[src/rtl/eirq_pkg.sv]
package eirq_pkg;
  localparam int BYTE_W = 8;
  localparam int NUM_CH = BYTE_W;
  localparam int DATA_W = 2 * BYTE_W;
  localparam int BE_W   = DATA_W / BYTE_W;

  typedef struct packed {
    logic              wr_lo;
    logic              wr_hi;
    logic [BYTE_W-1:0] wd_lo;
    logic [BYTE_W-1:0] wd_hi;
  } reg_wr_t;
endpackage

[src/rtl/eirq_pin_sync.sv]
module eirq_pin_sync #(
  parameter int STAGES = 2
) (
  input  logic clk,
  input  logic rst_n,
  input  logic pin_async,
  output logic rise
);
  logic [STAGES-1:0] sync_q;
  logic [STAGES-1:0] sync_d;
  logic              last_q;

  always_comb begin
    sync_d[0] = pin_async;
    for (int s = 1; s < STAGES; s++) begin
      sync_d[s] = sync_q[s-1];
    end
  end

  always_ff @(posedge clk or negedge rst_n) begin
    if (!rst_n) begin
      sync_q <= '0;
      last_q <= 1'b0;
    end else begin
      sync_q <= sync_d;
      last_q <= sync_q[STAGES-1];
    end
  end

  assign rise = sync_q[STAGES-1] & ~last_q;
endmodule

[src/rtl/eirq_regif.sv]
module eirq_regif
  import eirq_pkg::*;
#(
  parameter int             ADDR_W    = 16,
  parameter logic [ADDR_W-1:0] BASE_ADDR = 16'h0038
) (
  input  logic              bus_sel,
  input  logic              bus_wr,
  input  logic [ADDR_W-1:0] bus_addr,
  input  logic [BE_W-1:0]   bus_be,
  input  logic [DATA_W-1:0] bus_wdata,
  input  logic              bus_rmw,
  input  logic [NUM_CH-1:0] flags,
  input  logic [NUM_CH-1:0] enables,
  output reg_wr_t           wr_req,
  output logic [DATA_W-1:0] bus_rdata
);
  logic hit;
  logic rd_hit;
  logic wr_hit;

  assign hit    = bus_sel && (bus_addr[ADDR_W-1:1] == BASE_ADDR[ADDR_W-1:1]);
  assign rd_hit = hit && !bus_wr;
  assign wr_hit = hit && bus_wr;

  always_comb begin
    wr_req.wr_lo = wr_hit && bus_be[0];
    wr_req.wr_hi = wr_hit && bus_be[1];
    wr_req.wd_lo = bus_wdata[BYTE_W-1:0];
    wr_req.wd_hi = bus_wdata[DATA_W-1:BYTE_W];
  end

  always_comb begin
    bus_rdata = '0;
    if (rd_hit) begin
      bus_rdata[BYTE_W-1:0] = enables;
      if (bus_rmw) begin
        bus_rdata[DATA_W-1:BYTE_W] = '1;
      end else begin
        bus_rdata[DATA_W-1:BYTE_W] = flags;
      end
    end
  end
endmodule

[src/rtl/eirq_flag_bank.sv]
module eirq_flag_bank
  import eirq_pkg::*;
(
  input  logic              clk,
  input  logic              rst_n,
  input  logic [NUM_CH-1:0] rise,
  input  reg_wr_t           wr_req,
  output logic [NUM_CH-1:0] flags,
  output logic [NUM_CH-1:0] enables,
  output logic [NUM_CH-1:0] irq_ch,
  output logic              irq_any
);
  logic [NUM_CH-1:0] flag_q, flag_d;
  logic [NUM_CH-1:0] en_q, en_d;
  logic [NUM_CH-1:0] irq_q, irq_d;
  logic              any_q, any_d;
  logic [NUM_CH-1:0] clr_mask;

  always_comb begin
    clr_mask = wr_req.wr_hi ? ~wr_req.wd_hi : '0;
    flag_d   = (flag_q & ~clr_mask) | rise;
    en_d     = wr_req.wr_lo ? wr_req.wd_lo : en_q;
    irq_d    = flag_q & en_q;
    any_d    = |(flag_q & en_q);
  end

  always_ff @(posedge clk or negedge rst_n) begin
    if (!rst_n) begin
      flag_q <= '0;
      en_q   <= '0;
      irq_q  <= '0;
      any_q  <= 1'b0;
    end else begin
      flag_q <= flag_d;
      en_q   <= en_d;
      irq_q  <= irq_d;
      any_q  <= any_d;
    end
  end

  assign flags   = flag_q;
  assign enables = en_q;
  assign irq_ch  = irq_q;
  assign irq_any = any_q;
endmodule

[src/rtl/eirq_latch_unit.sv]
module eirq_latch_unit
  import eirq_pkg::*;
#(
  parameter int                ADDR_W      = 16,
  parameter logic [ADDR_W-1:0] BASE_ADDR   = 16'h0038,
  parameter int                SYNC_STAGES = 2
) (
  input  logic              clk,
  input  logic              rst_n,
  input  logic [NUM_CH-1:0] ext_pin,
  input  logic              bus_sel,
  input  logic              bus_wr,
  input  logic [ADDR_W-1:0] bus_addr,
  input  logic [BE_W-1:0]   bus_be,
  input  logic [DATA_W-1:0] bus_wdata,
  input  logic              bus_rmw,
  output logic [DATA_W-1:0] bus_rdata,
  output logic [NUM_CH-1:0] irq_ch,
  output logic              irq_any
);
  logic [1:0]        rst_pipe_q;
  logic              rst_sync_n;
  logic [NUM_CH-1:0] rise;
  logic [NUM_CH-1:0] flags;
  logic [NUM_CH-1:0] enables;
  reg_wr_t           wr_req;

  // asynchronous assert, synchronous release
  always_ff @(posedge clk or negedge rst_n) begin
    if (!rst_n) begin
      rst_pipe_q <= '0;
    end else begin
      rst_pipe_q <= {rst_pipe_q[0], 1'b1};
    end
  end
  assign rst_sync_n = rst_pipe_q[1];

  for (genvar g = 0; g < NUM_CH; g++) begin : g_pin
    eirq_pin_sync #(.STAGES(SYNC_STAGES)) u_sync (
      .clk       (clk),
      .rst_n     (rst_sync_n),
      .pin_async (ext_pin[g]),
      .rise      (rise[g])
    );
  end

  eirq_regif #(.ADDR_W(ADDR_W), .BASE_ADDR(BASE_ADDR)) u_regif (
    .bus_sel   (bus_sel),
    .bus_wr    (bus_wr),
    .bus_addr  (bus_addr),
    .bus_be    (bus_be),
    .bus_wdata (bus_wdata),
    .bus_rmw   (bus_rmw),
    .flags     (flags),
    .enables   (enables),
    .wr_req    (wr_req),
    .bus_rdata (bus_rdata)
  );

  eirq_flag_bank u_bank (
    .clk     (clk),
    .rst_n   (rst_sync_n),
    .rise    (rise),
    .wr_req  (wr_req),
    .flags   (flags),
    .enables (enables),
    .irq_ch  (irq_ch),
    .irq_any (irq_any)
  );
endmodule

[config.mk]
export PLATFORM = sky130hd
export DESIGN_NAME = eirq_latch_unit
export DESIGN_NICKNAME = d
export VERILOG_FILES = /design/src/rtl/eirq_pkg.sv /design/src/rtl/eirq_pin_sync.sv /design/src/rtl/eirq_regif.sv /design/src/rtl/eirq_flag_bank.sv /design/src/rtl/eirq_latch_unit.sv
export SDC_FILE = /design/constraint.sdc
export NUM_CORES = 1
export LEC_CHECK = 0
export BUFFER_PORTS_ARGS = -buffer_cell sky130_fd_sc_hd__buf_2
export CAP_MARGIN = 20
export CORE_UTILIZATION = 47
export DETAILED_ROUTE_END_ITERATION = 6
export HOLD_SLACK_MARGIN = 0.06
export PLACE_DENSITY = 0.78
export SKIP_CTS_REPAIR_TIMING = 1
export SLEW_MARGIN = 20
export SYNTH_ARGS = -nofsm -noshare
export SYNTH_HDL_FRONTEND = slang
export SYNTH_SLANG_ARGS = --single-unit
[constraint.sdc]
create_clock -name clk -period 2.1 [get_ports clk]
set_input_delay 0.105 -clock clk [delete_from_list [all_inputs] [get_ports clk]]
set_output_delay 0.105 -clock clk [all_outputs]
set_load 0.03 [all_outputs]
==> PnR_summary.wiki <==
{| class="wikitable"
! Metric !! Value
|-
| Outcome || finished clean
|-
| Area growth from synthesis to final layout || 37.9%
|-
| Largest delay contributor family on the critical path || simple AND/OR/NAND/NOR gates
|-
| Combined area of the multi-input logic cells || just over 500 sq um
|-
| Root Buffer Master || sky130_fd_sc_hd__clkbuf_8
|-
| Number of global-route vias before repair || 1283
|-
| Logic depth of the worst register-to-register path || 3
|-
| HP Class || input pin to asynchronous set/reset pin
|-
| Total grt overflow || 0
|-
| Flops & latches, synth || about 50
|-
| Net count, final || 271
|-
| TritonCTS buffer count || 5
|-
| Worst reg2reg startpoint || u_bank.flags[2]
|-
| Final wirelength || approximately 3500 microns
|-
| Sum of negative setup slack || 0 ns
|-
| Maximum number of pins on one net before global-route repair || 25
|-
| Period utilization || 81.1%
|-
| Critical path, cell by cell || buf_2, nor4b_2, nand4_2, nor2_2, o21a_1, buf_2
|-
| DRC violations left || 0
|-
| Element type at the critical path end || primary output
|-
| Register share of total power || 58.0%
|-
| Std-Cell Core Area || around 0.0037 sq mm
|-
| Num Clock Sinks || between 50 and 60
|-
| Number of iterations in the first detailed-routing pass || 4
|-
| Slew HR || around 63%
|-
| Total nets after synthesis || roughly 180
|-
| Met1 demand-to-capacity share in global routing || between 20% and 30%
|-
| Antenna Nets Post-Route || 0
|-
| Fraction of final layout cells sized beyond drive strength 1 || around 40%
|-
| Antenna violations before repair || 0
|-
| WP data required || roughly 2 ns
|-
| Library cell appearing most often on the critical path || sky130_fd_sc_hd__buf_2
|-
| Met3 routing resource usage after global routing || under 10%
|-
| Register cell area after layout || 0.00128 sq mm
|-
| Filler Cell Count || between 200 and 300
|-
| Delay of the slowest cell on the worst path || ~0.48 ns
|-
| Clock power share || between 30 and 40%
|-
| Category of the most critical setup path || input pin to primary output
|-
| Sequential share of the synthesized area || a little over two thirds
|-
| Summed instance area of the synthesized netlist || around 0.0018 sq mm
|-
| Final count of hold timing violations || 0
|-
| Cell variety after synth || 19
|-
| Detailed-route vias per instance || ~4.8
|-
| Maximum clock insertion buffer count || 2
|-
| Yosys warning count || 0
|-
| Commonest non-fill, non-tap cell in the layout || sky130_fd_sc_hd__buf_2
|-
| Iteration-0 DRC count of the detailed router || 24
|-
| Power share of the combinational group || around 5.7%
|-
| Most frequent cells in the layout || 70 x sky130_fd_sc_hd__buf_2, 50 x sky130_fd_sc_hd__dfrtp_1, 17 x sky130_fd_sc_hd__dlygate4sd3_1
|-
| Wire length of the first global-routing pass || ~5500 microns
|-
| Chip Width || 64.5 microns
|-
| Number of buffer and inverter stages on the critical path || 2
|-
| Power Density || between 600 and 700 mW/mm^2
|-
| Average footprint of a synthesized cell || around 14 sq um
|-
| M2 GR Usage || between 30% and 40%
|-
| Arrival time of data at the critical path endpoint || approximately 1.6 ns
|-
| Final setup skew || around 0.0045 ns
|-
| Number of max-cap violations || 0
|-
| Overall Global Routing Usage || 17.7%
|-
| Switching Fraction || between 10% and 20%
|-
| Clock latency on the worst-skew pair || between 0.2 and 0.3 ns
|-
| P_sw || 0.000340 W
|-
| Pins Over Slew Limit || 0
|-
| TritonCTS clock tree || built
|-
| Startpoint type of the worst setup path || input pin
|-
| Weighted congestion reported at the end of routability-driven placement || between 0.7 and 0.8
|-
| # port buffers || 70
|-
| Leakage power || 1.30 nW
|-
| Vias post-DR || around 1300
|-
| Max FO, Critical Path || 16
|-
| Placement Rows || 22
|-
| Worst hold-check slack || 0.111 ns
|-
| Antenna fix cells || 0
|-
| Most Used Layer, Global Route || met2
|-
| Die span in y || between 60 and 70 microns
|-
| Routed length per placed instance || around 13 microns
|-
| H-tree depth || 2
|-
| Cell with the largest stage delay on the worst path || sky130_fd_sc_hd__nor2_2
|-
| Tightest Pin Transition || roughly 0.56 ns
|-
| R2R setup slack || around 0.41 ns
|-
| Clock-pin slew of the registers on the worst-case setup and hold paths || 0.08 ns
|-
| Unrepaired setup endpoints after global routing || false
|-
| DPL Wire Length || 2590 microns
|-
| I/O Pins || 72
|-
| Internal Pwr Total || 0.00142 W
|-
| Tmin final || around 1.7 ns
|-
| Total power || around 0.0018 W
|-
| Final Util || roughly 69%
|-
| Count of final setup violators || 0
|-
| RR Endpoint || u_bank.irq_any
|-
| Effective utilization at floorplan || slightly below 50%
|-
| Die ar. || slightly above 0.004 sq mm
|-
| FMAX || 588 MHz
|-
| Mapped Cells || around 130
|-
| Peak supply drop || 522 uV
|}
## routing by layer
layer / routed length, microns / share of wire, % / vias to the layer above
met1: 1440 / 41 / 615
met4: 48 / 1.4 / 0
met3: 187 / 5.4 / 6
li1: - / - / 626
met5: 0 / 0 / -
met2: 1820 / 52 / 50
## kinds of logic after synthesis
logic type / synth area share, %
multiplexers: 4.91
buffers and inverters: 2.52
flip-flops: 69.6
AO/OA/AOI/OAI: 7.64
AND/OR/NAND/NOR: 15.1
other: 0.204
## synthesized netlist by cell type
master | n | area (sq um)
sky130_fd_sc_hd__conb_1 | 1 | 3.75
sky130_fd_sc_hd__nand4_2 | 1 | 12.5
sky130_fd_sc_hd__clkbuf_1 | 1 | 3.75
sky130_fd_sc_hd__nor2_4 | 1 | 11.3
sky130_fd_sc_hd__o21a_1 | 8 | 60.1
sky130_fd_sc_hd__buf_2 | 1 | 5.00
sky130_fd_sc_hd__buf_1 | 2 | 7.51
sky130_fd_sc_hd__nor4b_2 | 4 | 60.1
sky130_fd_sc_hd__nand3b_1 | 8 | 60.1
sky130_fd_sc_hd__mux2_1 | 8 | 90.1
sky130_fd_sc_hd__nand2_1 | 1 | 3.75
sky130_fd_sc_hd__and2_1 | 15 | 93.8
sky130_fd_sc_hd__inv_1 | 8 | 30.0
sky130_fd_sc_hd__and2_4 | 1 | 8.76
sky130_fd_sc_hd__or2_2 | 1 | 6.26
sky130_fd_sc_hd__o21ai_0 | 16 | 80.1
sky130_fd_sc_hd__dfrtp_1 | 51 | 1280
sky130_fd_sc_hd__nor2_2 | 1 | 6.26
sky130_fd_sc_hd__or4_1 | 2 | 15.0
## worst max-delay path by stage
stage,start,end,slack [ns],cells after the start
after floorplan,u_bank.enables[2],u_bank.irq_any,0.51,3
after global placement,bus_addr[13],bus_rdata[15],0.41,6
after detailed placement,bus_addr[9],bus_rdata[1],0.39,6
after CTS,bus_addr[9],bus_rdata[6],0.39,6
after global routing,bus_addr[9],bus_rdata[11],0.26,6
final,bus_addr[13],bus_rdata[11],0.40,6
## through the flow
stage	worst slack, ns	std cells	area, sq um
final	0.398	273	2530
after global routing	0.265	273	2530
after CTS	0.386	256	2360
after detailed placement	0.388	248	2250
after global placement	0.414	248	2250
after floorplan	0.513	131	1830
## flip-flops by register name (all words and copies together) (netlist names)
name	cells
g_pin.u_sync.sync_q	16
g_pin.u_sync.last_q	8
u_bank.enables	8
u_bank.flags	8
u_bank.irq_ch	8
rst_pipe_q	2
u_bank.irq_any	1
## power by group through the flow
stage | registers [W] | clock network, W | logic (W)
2_1_floorplan | 0.00104 | 0 | 0.0000187
3_3_place_gp | 0.00104 | 0 | 0.0000731
3_5_place_dp | 0.00104 | 0 | 0.0000767
4_1_cts | 0.00102 | 0.000658 | 0.0000771
5_1_grt | 0.00103 | 0.000698 | 0.000110
6_report | 0.00102 | 0.000640 | 0.000101
## cell type report
class                   count  area share (%)
flip-flops and latches     51            50.5
repair buffers             90            21.5
multi-input cells          68            20.2
clock buffers               7            3.02
well taps                  48            2.38
clock inverters             1            1.19
inverters                   8            1.19
(Power assumes the default switching activity.)
